### config.mk
export PLATFORM = sky130hd
export DESIGN_NAME = cmd_irq_ctrl
export DESIGN_NICKNAME = d
export VERILOG_FILES = /design/src/rtl/irc_pkg.sv /design/src/rtl/irc_cmd_dec.sv /design/src/rtl/irc_prio_pick.sv /design/src/rtl/irc_vec_mem.sv /design/src/rtl/cmd_irq_ctrl.sv
export SDC_FILE = /design/constraint.sdc
export NUM_CORES = 1
export LEC_CHECK = 0
export ABC_AREA = 0
export BUFFER_PORTS_ARGS = -buffer_cell sky130_fd_sc_hd__buf_2
export CORE_UTILIZATION = 45
export CTS_CLUSTER_DIAMETER = 50
export DETAILED_ROUTE_END_ITERATION = 16
export PLACE_DENSITY_LB_ADDON = 0.2
export SLEW_MARGIN = 25
export SYNTH_ARGS = -nofsm -noshare
export SYNTH_HDL_FRONTEND = slang
export SYNTH_SLANG_ARGS = --single-unit
### constraint.sdc
create_clock -name clk -period 5.1 [get_ports clk]
set_input_delay 0.255 -clock clk [delete_from_list [all_inputs] [get_ports clk]]
set_output_delay 0.255 -clock clk [all_outputs]
set_load 0.01 [all_outputs]
### src/rtl/irc_pkg.sv
package irc_pkg;

   // Data-port write destination
   typedef enum logic [1:0] {
      TGT_MSK = 2'd0,
      TGT_ACR = 2'd1,
      TGT_MEM = 2'd2
   } irc_tgt_e;

   // Action on mode bit 7 from the high-mode command
   typedef enum logic [1:0] {
      M7_KEEP = 2'b00,
      M7_SET  = 2'b01,
      M7_CLR  = 2'b10,
      M7_BAD  = 2'b11
   } irc_m7_e;

   typedef struct packed {
      logic       rst_all;
      logic       req_clr_all;
      logic       req_set_all;
      logic       req_clr_one;
      logic       req_set_one;
      logic       msk_clr_all;
      logic       msk_set_all;
      logic       msk_clr_one;
      logic       msk_set_one;
      logic       isr_clr_all;
      logic       isr_clr_one;
      logic       isr_clr_top;
      logic       mode_lo;
      logic       mode_hi;
      irc_m7_e    m7;
      logic       to_msk;
      logic       to_acr;
      logic       to_mem;
      logic [2:0] idx;
      logic [4:0] lo5;
      logic [1:0] hi2;
   } irc_cmd_t;

   localparam int unsigned BUS_W = 8;

endpackage

### src/rtl/irc_cmd_dec.sv
module irc_cmd_dec
   import irc_pkg::*;
(
   input  logic [BUS_W-1:0] code,
   output irc_cmd_t         cmd
);

   always_comb begin
      cmd     = '0;
      cmd.idx = code[2:0];
      cmd.lo5 = code[4:0];
      cmd.hi2 = code[3:2];
      cmd.m7  = irc_m7_e'(code[1:0]);
      casez (code)
         8'b0000_0000: cmd.rst_all = 1'b1;
         8'b0001_0???: begin
            cmd.req_clr_all = 1'b1;
            cmd.msk_clr_all = 1'b1;
         end
         8'b0001_1???: begin
            cmd.req_clr_one = 1'b1;
            cmd.msk_clr_one = 1'b1;
         end
         8'b0011_0???: cmd.msk_set_all = 1'b1;
         8'b0011_1???: cmd.msk_set_one = 1'b1;
         8'b0100_0???: cmd.req_clr_all = 1'b1;
         8'b0100_1???: cmd.req_clr_one = 1'b1;
         8'b0101_0???: cmd.req_set_all = 1'b1;
         8'b0101_1???: cmd.req_set_one = 1'b1;
         8'b0110_????: cmd.isr_clr_top = 1'b1;
         8'b0111_0???: cmd.isr_clr_all = 1'b1;
         8'b0111_1???: cmd.isr_clr_one = 1'b1;
         8'b100?_????: cmd.mode_lo     = 1'b1;
         8'b1010_????: cmd.mode_hi     = 1'b1;
         8'b1011_????: cmd.to_msk      = 1'b1;
         8'b1100_????: cmd.to_acr      = 1'b1;
         8'b1110_0???: cmd.to_mem      = 1'b1;
         default:      ;
      endcase
   end

endmodule

### src/rtl/irc_prio_pick.sv
module irc_prio_pick #(
   parameter int unsigned N      = 8,
   parameter bit          ROTATE = 1'b1,
   parameter int unsigned LW     = $clog2(N)
) (
   input  logic [N-1:0]  vec,
   input  logic [LW-1:0] base,
   output logic          any,
   output logic [LW-1:0] idx
);

   assign any = |vec;

   generate
      if (ROTATE) begin : g_rot
         // Scan from base upward with power-of-two wrap; last hit kept is the first in order
         always_comb begin
            logic [LW-1:0] pos;
            idx = '0;
            pos = '0;
            for (int k = int'(N) - 1; k >= 0; k--) begin
               pos = base + LW'(k);
               if (vec[pos]) idx = pos;
            end
         end
      end else begin : g_fix
         logic unused_base;
         assign unused_base = ^base;
         always_comb begin
            idx = '0;
            for (int k = int'(N) - 1; k >= 0; k--) begin
               if (vec[k]) idx = LW'(k);
            end
         end
      end
   endgenerate


   always_comb begin
      if (any) begin
         pick_hit_chk: assert (vec[idx]);
      end
   end

endmodule

### src/rtl/irc_vec_mem.sv
module irc_vec_mem #(
   parameter int unsigned N  = 8,
   parameter int unsigned VW = 8,
   parameter int unsigned AW = $clog2(N)
) (
   input  logic          clk,
   input  logic          rst_n,
   input  logic          we,
   input  logic [AW-1:0] wa,
   input  logic [VW-1:0] wd,
   input  logic [AW-1:0] ra,
   output logic [VW-1:0] rd
);

   logic [VW-1:0] ent_q [N];

   always_ff @(posedge clk or negedge rst_n) begin
      if (!rst_n) begin
         for (int i = 0; i < int'(N); i++) ent_q[i] <= '0;
      end else if (we) begin
         ent_q[wa] <= wd;
      end
   end

   assign rd = ent_q[ra];

endmodule

### src/rtl/cmd_irq_ctrl.sv
module cmd_irq_ctrl
   import irc_pkg::*;
#(
   parameter int unsigned NLVL      = 8,
   parameter int unsigned VW        = 8,
   parameter bit          ROTATE_EN = 1'b1
) (
   input  logic             clk,
   input  logic             rst_n,
   input  logic             bus_wr,
   input  logic             bus_sel,
   input  logic [7:0]       bus_wdata,
   output logic [7:0]       bus_rdata,
   input  logic [NLVL-1:0]  irq_src,
   input  logic             int_ack,
   output logic             irq_out,
   output logic [VW-1:0]    vec_out
);

   localparam int unsigned LW        = $clog2(NLVL);
   localparam logic [LW-1:0] LAST_INIT = LW'(NLVL - 1);

   // Elaboration checks
   generate
      if (NLVL < 2 || NLVL > 8 || (NLVL & (NLVL - 1)) != 0) begin : g_bad_nlvl
         $error("NLVL must be a power of two from 2 to 8");
      end
      if (VW < 1 || VW > BUS_W) begin : g_bad_vw
         $error("VW must be from 1 to the bus width");
      end
   endgenerate

   // State
   logic [NLVL-1:0] req_q, isr_q, msk_q, acr_q;
   logic [NLVL-1:0] req_d, isr_d, msk_d, acr_d;
   logic [7:0]      mode_q, mode_d;
   irc_tgt_e        tgt_q, tgt_d;
   logic [LW-1:0]   mix_q, mix_d;
   logic [LW-1:0]   last_q, last_d;

   // Command decode
   irc_cmd_t        cmd;
   logic            cmd_wr, dat_wr;
   logic            idx_ok;
   logic [LW-1:0]   bit_i;

   assign cmd_wr = bus_wr &  bus_sel;
   assign dat_wr = bus_wr & ~bus_sel;

   irc_cmd_dec u_dec (
      .code (bus_wdata),
      .cmd  (cmd)
   );

   assign idx_ok = (int'(cmd.idx) < int'(NLVL));
   assign bit_i  = cmd.idx[LW-1:0];

   // Priority
   logic            rot_on;
   logic [LW-1:0]   base;
   logic [NLVL-1:0] pend_vec;
   logic            pend_any, isr_any;
   logic [LW-1:0]   pend_idx, isr_idx;

   assign rot_on   = ROTATE_EN && mode_q[0];
   assign base     = rot_on ? LW'(last_q + 1'b1) : '0;
   assign pend_vec = req_q & ~msk_q;

   irc_prio_pick #(.N(NLVL), .ROTATE(ROTATE_EN)) u_pick_pend (
      .vec  (pend_vec),
      .base (base),
      .any  (pend_any),
      .idx  (pend_idx)
   );

   irc_prio_pick #(.N(NLVL), .ROTATE(ROTATE_EN)) u_pick_isr (
      .vec  (isr_q),
      .base (base),
      .any  (isr_any),
      .idx  (isr_idx)
   );

   // Next state: acknowledge, then bus write, then request inputs
   always_comb begin
      req_d  = req_q;
      isr_d  = isr_q;
      msk_d  = msk_q;
      acr_d  = acr_q;
      mode_d = mode_q;
      tgt_d  = tgt_q;
      mix_d  = mix_q;
      last_d = last_q;

      if (int_ack && pend_any) begin
         req_d[pend_idx] = 1'b0;
         if (!acr_q[pend_idx]) isr_d[pend_idx] = 1'b1;
         if (rot_on) last_d = pend_idx;
      end

      if (cmd_wr) begin
         if (cmd.rst_all) begin
            req_d  = '0;
            isr_d  = '0;
            msk_d  = '1;
            acr_d  = '0;
            mode_d = '0;
            tgt_d  = TGT_MSK;
            mix_d  = '0;
            last_d = LAST_INIT;
         end
         if (cmd.req_clr_all) req_d = '0;
         if (cmd.req_set_all) req_d = '1;
         if (cmd.msk_clr_all) msk_d = '0;
         if (cmd.msk_set_all) msk_d = '1;
         if (cmd.isr_clr_all) isr_d = '0;
         if (idx_ok) begin
            if (cmd.req_clr_one) req_d[bit_i] = 1'b0;
            if (cmd.req_set_one) req_d[bit_i] = 1'b1;
            if (cmd.msk_clr_one) msk_d[bit_i] = 1'b0;
            if (cmd.msk_set_one) msk_d[bit_i] = 1'b1;
            if (cmd.isr_clr_one) isr_d[bit_i] = 1'b0;
         end
         if (cmd.isr_clr_top && isr_any) isr_d[isr_idx] = 1'b0;
         if (cmd.mode_lo) mode_d[4:0] = cmd.lo5;
         if (cmd.mode_hi) begin
            mode_d[6:5] = cmd.hi2;
            case (cmd.m7)
               M7_SET:  mode_d[7] = 1'b1;
               M7_CLR:  mode_d[7] = 1'b0;
               default: ;
            endcase
         end
         if (cmd.to_msk) tgt_d = TGT_MSK;
         if (cmd.to_acr) tgt_d = TGT_ACR;
         if (cmd.to_mem && idx_ok) begin
            tgt_d = TGT_MEM;
            mix_d = bit_i;
         end
      end

      if (dat_wr) begin
         case (tgt_q)
            TGT_MSK: msk_d = bus_wdata[NLVL-1:0];
            TGT_ACR: acr_d = bus_wdata[NLVL-1:0];
            default: ;
         endcase
      end

      req_d = req_d | irq_src;
   end

   always_ff @(posedge clk or negedge rst_n) begin
      if (!rst_n) begin
         req_q  <= '0;
         isr_q  <= '0;
         msk_q  <= '1;
         acr_q  <= '0;
         mode_q <= '0;
         tgt_q  <= TGT_MSK;
         mix_q  <= '0;
         last_q <= LAST_INIT;
      end else begin
         req_q  <= req_d;
         isr_q  <= isr_d;
         msk_q  <= msk_d;
         acr_q  <= acr_d;
         mode_q <= mode_d;
         tgt_q  <= tgt_d;
         mix_q  <= mix_d;
         last_q <= last_d;
      end
   end

   // Vector table
   logic            mem_we;
   logic [LW-1:0]   mem_ra;

   assign mem_we = dat_wr && (tgt_q == TGT_MEM);
   assign mem_ra = mode_q[1] ? pend_idx : '0;

   irc_vec_mem #(.N(NLVL), .VW(VW)) u_vmem (
      .clk   (clk),
      .rst_n (rst_n),
      .we    (mem_we),
      .wa    (mix_q),
      .wd    (bus_wdata[VW-1:0]),
      .ra    (mem_ra),
      .rd    (vec_out)
   );

   // Read path
   logic [7:0] sts;
   logic [7:0] dat_rd;

   always_comb begin
      sts    = '0;
      sts[2:0] = pend_any ? 3'(pend_idx) : 3'd0;
      sts[3] = mode_q[7];
      sts[4] = mode_q[2];
      sts[5] = mode_q[0];
      sts[7] = ~pend_any;
      dat_rd = '0;
      case (mode_q[6:5])
         2'b00:   dat_rd[NLVL-1:0] = isr_q;
         2'b01:   dat_rd[NLVL-1:0] = msk_q;
         2'b10:   dat_rd[NLVL-1:0] = req_q;
         default: dat_rd[NLVL-1:0] = acr_q;
      endcase
   end

   assign bus_rdata = bus_sel ? sts : dat_rd;
   assign irq_out   = mode_q[7] & ~mode_q[2] & pend_any;

   // Assertions


   rst_cmd_chk: assert property (@(posedge clk) disable iff (!rst_n)
      (cmd_wr && bus_wdata == 8'h00 && irq_src == '0)
      |=> (msk_q == '1 && req_q == '0 && isr_q == '0 && acr_q == '0
           && mode_q == '0 && tgt_q == TGT_MSK));


   m7_keep_chk: assert property (@(posedge clk) disable iff (!rst_n)
      (cmd_wr && bus_wdata[7:4] == 4'b1010 && bus_wdata[1:0] == 2'b11)
      |=> (mode_q[7] == $past(mode_q[7])));


   ack_move_chk: assert property (@(posedge clk) disable iff (!rst_n)
      (int_ack && pend_any && !bus_wr && irq_src == '0 && !acr_q[pend_idx])
      |=> (isr_q[$past(pend_idx)] && !req_q[$past(pend_idx)]));


   ack_auto_chk: assert property (@(posedge clk) disable iff (!rst_n)
      (int_ack && pend_any && !bus_wr && acr_q[pend_idx] && !isr_q[pend_idx])
      |=> !isr_q[$past(pend_idx)]);


   isr_top_chk: assert property (@(posedge clk) disable iff (!rst_n)
      (cmd_wr && cmd.isr_clr_top && isr_any && !int_ack)
      |=> !isr_q[$past(isr_idx)]);


   sts_win_chk: assert property (@(posedge clk) disable iff (!rst_n)
      (bus_sel && !bus_rdata[7]) |-> pend_vec[bus_rdata[LW-1:0]]);


   src_set_chk: assert property (@(posedge clk) disable iff (!rst_n)
      (irq_src != '0) |=> ((req_q & $past(irq_src)) == $past(irq_src)));

endmodule

## Word-level counts from Yosys, hierarchy flattened

Index checks and enable logic that the tools add are counted.

- Input bits: 21
- Output and inout port bits: 17
- Word-level logic and storage cells: 240
- Flip-flop bits (word level): 110

- Equal/unequal tests: 22
- Muxes and demuxes: 130
- Order comparisons: 17
- Reduce and logical (&&, ||, !) cells: 22
- Bitwise gates (word level): 23
- Add/subtract/negate cells: 8

Operators by type and width:

| operator | count |
|---|---|
| two-way mux 8 bit | 37 |
| two-way mux 3 bit | 27 |
| bitwise mux 64 bit | 1 |
| binary-select mux 1 bit (select 3 bit) | 17 |
| bitwise AND 8 bit | 6 |
| less-than comparator 3 x 4 -> 1 bit (second input constant) | 11 |
| two-way mux 1 bit | 37 |
| NOT 8 bit | 4 |
| OR 8 bit | 4 |
| == test 5 x 4 -> 1 bit (second input constant) | 6 |
| binary-select mux 8 bit (select 3 bit) | 1 |
| demux 8 bit (select 3 bit) | 1 |
| one-hot mux 8 bit (3 select lines) | 1 |
| OR reduction 8 bit | 2 |
| adder 3 bit (second input constant) | 4 |
| == test 4 bit (second input constant) | 3 |
| == test 5 x 2 -> 1 bit (second input constant) | 2 |
| == test 5 x 3 -> 1 bit (second input constant) | 2 |
| demux 1 bit (select 3 bit) | 3 |
| greater-or-equal comparator 3 x 1 -> 1 bit (second input constant) | 3 |
| greater-or-equal comparator 4 bit (second input constant) | 2 |
| zero test 8 bit | 1 |
| two-way mux 2 bit | 4 |
| NOT 3 -> 4 bit | 2 |
| 17 further kinds | 41 |

## Longest topological paths before layout

- Depth after elaboration: 31
- Depth in mapped cells: 18
- Mapped depth without buffers: 13

## By module

Synthesis repeated with hierarchy kept, for this count alone.

- Cells, all modules: 701
- Area total of the unflattened synthesis: 7891.3 sq um

Modules (own cells, without submodules):

| module | cells each | instances | sequential area each (sq um) | area each (sq um) |
|---|---|---|---|---|
| cmd_irq_ctrl | 317 | 1 | 1164.9 | 3035.4 |
| irc_vec_mem | 172 | 1 | 1601.5 | 2992.9 |
| irc_prio_pick | 85 | 2 | 0.0 | 792.0 |
| irc_cmd_dec | 42 | 1 | 0.0 | 279.0 |

## Worst setup path before layout

OpenSTA, ideal clock, no wires.

- Path type: reg-to-output
- From: register last_q[0]
- To: output port vec_out[7]
- Setup slack: 635 ps
- Arrival time: 4210 ps
- Cell stages (with the launch flop): 16
- Path buffers: 2
- Required time: 4845 ps
- Cells stage by stage: dfstp_2 ha_1 and2_1 inv_2 buf_1 ha_1 clkbuf_1 inv_1 and2_1 mux2i_1 nand2_1 o31a_1 o211a_1 nor2_1 mux2_2 a211oi_2

- Cells in the longest elaborated chain, start to end: 18
- Elaborated cells between the ends (all ways): 38
- Classes of those cells: add/sub (8); mux (29); bitwise (1)

Ends and longest elaborated chain:

| item | line | RTL |
|---|---|---|
| start: declaration | cmd_irq_ctrl.sv:39 | `logic [LW-1:0] last_q, last_d;` |
| start signal: assignment | cmd_irq_ctrl.sv:170 | `last_q <= last_d;` |
| adder 3 x 1 -> 3 bit (*) | cmd_irq_ctrl.sv:66 | `assign base = rot_on ? LW'(last_q + 1'b1) : '0;` |
| two-way mux 3 bit (*) | cmd_irq_ctrl.sv:66 |  |
| adder 3 bit | irc_prio_pick.sv:22 | `pos = base + LW'(k);` |
| binary-select mux 1 bit (select 3 bit) | irc_prio_pick.sv:23 | `if (vec[pos]) idx = pos;` |
| two-way mux 1 bit (not written as such) | irc_prio_pick.sv:23 |  |
| two-way mux 3 bit (7 in series) | irc_prio_pick.sv:23 |  |
| two-way mux 3 bit (*) | irc_prio_pick.sv:23 |  |
| two-way mux 3 bit (*) | cmd_irq_ctrl.sv:179 | `assign mem_ra = mode_q[1] ? pend_idx : '0;` |
| NOT 3 -> 4 bit (not written as such) (*) | irc_vec_mem.sv:25 | `assign rd = ent_q[ra];` |
| binary-select mux 8 bit (select 3 bit) (*) | irc_vec_mem.sv:25 |  |
| two-way mux 8 bit (not written as such) (*) (2 in series) | irc_vec_mem.sv:25 |  |
| end: declaration | cmd_irq_ctrl.sv:17 | `output logic [VW-1:0] vec_out` |

Mark *: on every way between the ends. The rest lies on a longest branch, timed or not. The select of a mux whose other input is x is not followed.

## Worst setup path in the final report

- From: register last_q[0]
- To: output port vec_out[4]

Same word-level chain as after synthesis.

==> results.toml <==
[outcome]
status = "finished, final reports clean"

[critical_path]
crit_buf_inv = 3
r2r_start = "last_q[0]"
cp.depth = 14
r2r_cells = 14
cp.arrival_ns = 4.56
cp_top_family = "compound AO/OA/AOI/OAI gates"
cp_cell_sequence = "ha_1, and2_1, inv_2, ha_1, inv_1, and2_1, mux2i_1, nand2_1, o31a_1, o211a_1, or2_1, a2111oi_0, a211oi_1, buf_2"
startpoint = "last_q[0]"
worstPathRequired_ns = 4.85
cp-start-kind = "flip-flop"
end_kind = "primary output"
path_max_fanout = 15
critPathKind = "reg -> out"
critical-path-slowest-cell = "dfstp_2"
cpPeakStageDelay_ns = 0.65

[sta]
worstMarginPinSlew_ns = 0.938
final_hold_viol_count = 0
slew_headroom_pct = 37.5
period_minus_slack_ns = 4.82
rsz0062_at_grt = "true"
maxSlewViolCount = 0
setup_viol = 0
setup_slack_ns = 0.284
period_share_pct = 94.4
timing.fmax_ghz = 0.208
skew_ns = 0.0104
whs_ns = 0.00730

[finish]
final_area_mm2 = 0.00846
syn_to_final_growth_pct = 9.18
final_common_cell = "nand2_1"
n_antenna_cell = 0
drive_gt1_share_pct = 19.9
n_fill_cell = 1611
final_nets = 899
final_util_pct = 50.6
final_cell_mix = "nand2_1, dfrtp_1, o21ai_0, a21oi_1, nor2_1"

[logic_synthesis]
synth_area_leaders = "dfrtp_1, mux2_2, mux2i_1"
ys_ff_latch = 110
syn_area_mm2 = 0.00774
seq_area_frac_synth_pct = 35.7
synth_fp_nets = 886
yosys_warnings = 0
synth_cells = 861
synth_edf_count = 0
yosysTopAreaCell = "dfrtp_1"
synthFlopType = "dfrtp_1"
ys_types = 81
synthArstFlopShare_pct = 100
synth_area_per_cell_um2 = 9.00
synth.top_cell.area_share_pct = 32.0

[clocking]
cts_made_buffers = 9
clock-sinks = 110
root_buffer = "clkbuf_16"
clock_latency_ns = 0.36
htree_levels = 3
hold_buffers = 0
cts_tree = "done"
clock_path_buffers = 2
clkSlewWorstSetupHoldPaths_ns = 0.09

[place]
io_buffers = 37
gp_congestion = 0.947
place_ws_ns = 0.543
hpwl_um = 16700
placed_area_mm2 = 0.00811

[grt]
grt_pass1_wl_um = 37500
overflow = 0
antenna_found_initial = 0
globalRouteTotalUtil_pct = 27.2
grt_pass1_vias = 6700
grt_start_max_net_pins = 75

[drt]
num_vias = 6895
drc_errors = 0
ant_nets = 0
wirelength_um = 23100
routed_via_density = 6.27
wl_per_cell_um = 21.0
detail_route.first_pass.iterations = 5
drt-initial-drc-count = 579

[power_and_ir_drop]
power_mw = 5.93
power.density_mw_per_mm2 = 702
ir_drop_mv = 0.454
leakagePower_nw = 3.64

[floorplan]
dieArea_mm2 = 0.0177
ios = 38
die_y_um = 133
die_x_um = 133
std_cell_rows = 47
core_mm2 = 0.0167
start_util_pct = 46.4

[run]
cap_violations = 0

[worst_hold_path]
worstHoldPathType = "in -> async"
## final cells by class
type / count / area (um^2) / share of cell area (%)
clock inverter: 7 / 93.8 / 1.11
clock buffer: 9 / 225 / 2.66
tap: 220 / 275 / 3.26
inverter: 30 / 115 / 1.36
timing repair buffer: 58 / 345 / 4.08
multi-input combinational: 665 / 4630 / 54.8
sequential: 110 / 2770 / 32.7
## where the power goes
group          internal [mW]  switching, mW
registers               1.06          0.214
logic                   1.55           2.35
clock network          0.359          0.391
## final timing paths
kind                               endpoint  slack, ns
max                              vec_out[4]       0.28
min                        u_vmem.ent_q[36]      0.007
max reg2reg                        isr_q[2]       0.78
min reg2reg                u_vmem.ent_q[33]       0.48
max in group asynchronous         last_q[0]       4.01
min in group clk                   req_q[1]       0.08
## synthesized netlist by cell type (all sizes together) (11+ instances only)
library cell / n
nor2: 60
dfrtp: 99
nand3: 17
o21ai: 68
nor2b: 12
buf: 14
a21oi: 59
a211oi: 15
mux2: 63
mux4: 13
nand2: 117
mux2i: 49
clkbuf: 42
dfstp: 11
nor3: 29
nand2b: 14
inv: 29
## through the flow
step / setup TNS [ns] / cells
6_report: 0 / 1099
5_1_grt: -0.0189 / 1099
4_1_cts: 0 / 1097
3_5_place_dp: 0 / 1081
3_3_place_gp: 0 / 1081
2_1_floorplan: 0 / 861
## state kept, by name (all words and copies together), names as in the netlist
| signal | count |
|---|---|
| u_vmem.ent_q | 64 |
| acr_q | 8 |
| isr_q | 8 |
| msk_q | 8 |
| req_q | 8 |
| mode_q | 6 |
| last_q | 3 |
| mix_q | 3 |
| tgt_q | 2 |
## worst reg2reg max path, stage by stage (launching register included)
cell and delay (ns):
dfstp_2 0.65, ha_1 0.29, and2_1 0.19, inv_2 0.05, ha_1 0.44, inv_1 0.21
and2_1 0.21, mux2i_1 0.31, nand2_1 0.10, o31a_1 0.31, o211a_1 0.26, or2_1 0.47
buf_4 0.30, nor3_1 0.24, o221a_2 0.23
## timing repair
action | 4_1_cts | 5_1_grt
setup buffers | 0 | 2
resized for setup | 0 | 4
endpoints found under the setup margin | 0 | 5
## cell families (layout without fill, tap and decap cells)
| kind of cell | count (synthesis) | after routing | share of synthesized area (%) |
|---|---|---|---|
| muxes | 125 | 125 | 19.3 |
| DFF | 110 | 110 | 35.7 |
| buffers and inverters | 86 | 104 | 4.68 |
| AOI/OAI and AO/OA | 240 | 240 | 20.8 |
| xor gates and xnor gates | 6 | 6 | 0.969 |
| and+or+nand+nor | 290 | 290 | 17.9 |
| adders and majority gates | 4 | 4 | 0.646 |
## routing by layer
| layer | track usage, % | vias to the layer above | part of all wire, % |
|---|---|---|---|
| li1 | - | 3199 | - |
| met1 | 38.6 | 3367 | 45 |
| met2 | 42.6 | 290 | 45 |
| met3 | 3.69 | 39 | 6.9 |
| met4 | 9.72 | 0 | 2.3 |
| met5 | 0 | - | 0 |
(Power assumes the default switching activity.)
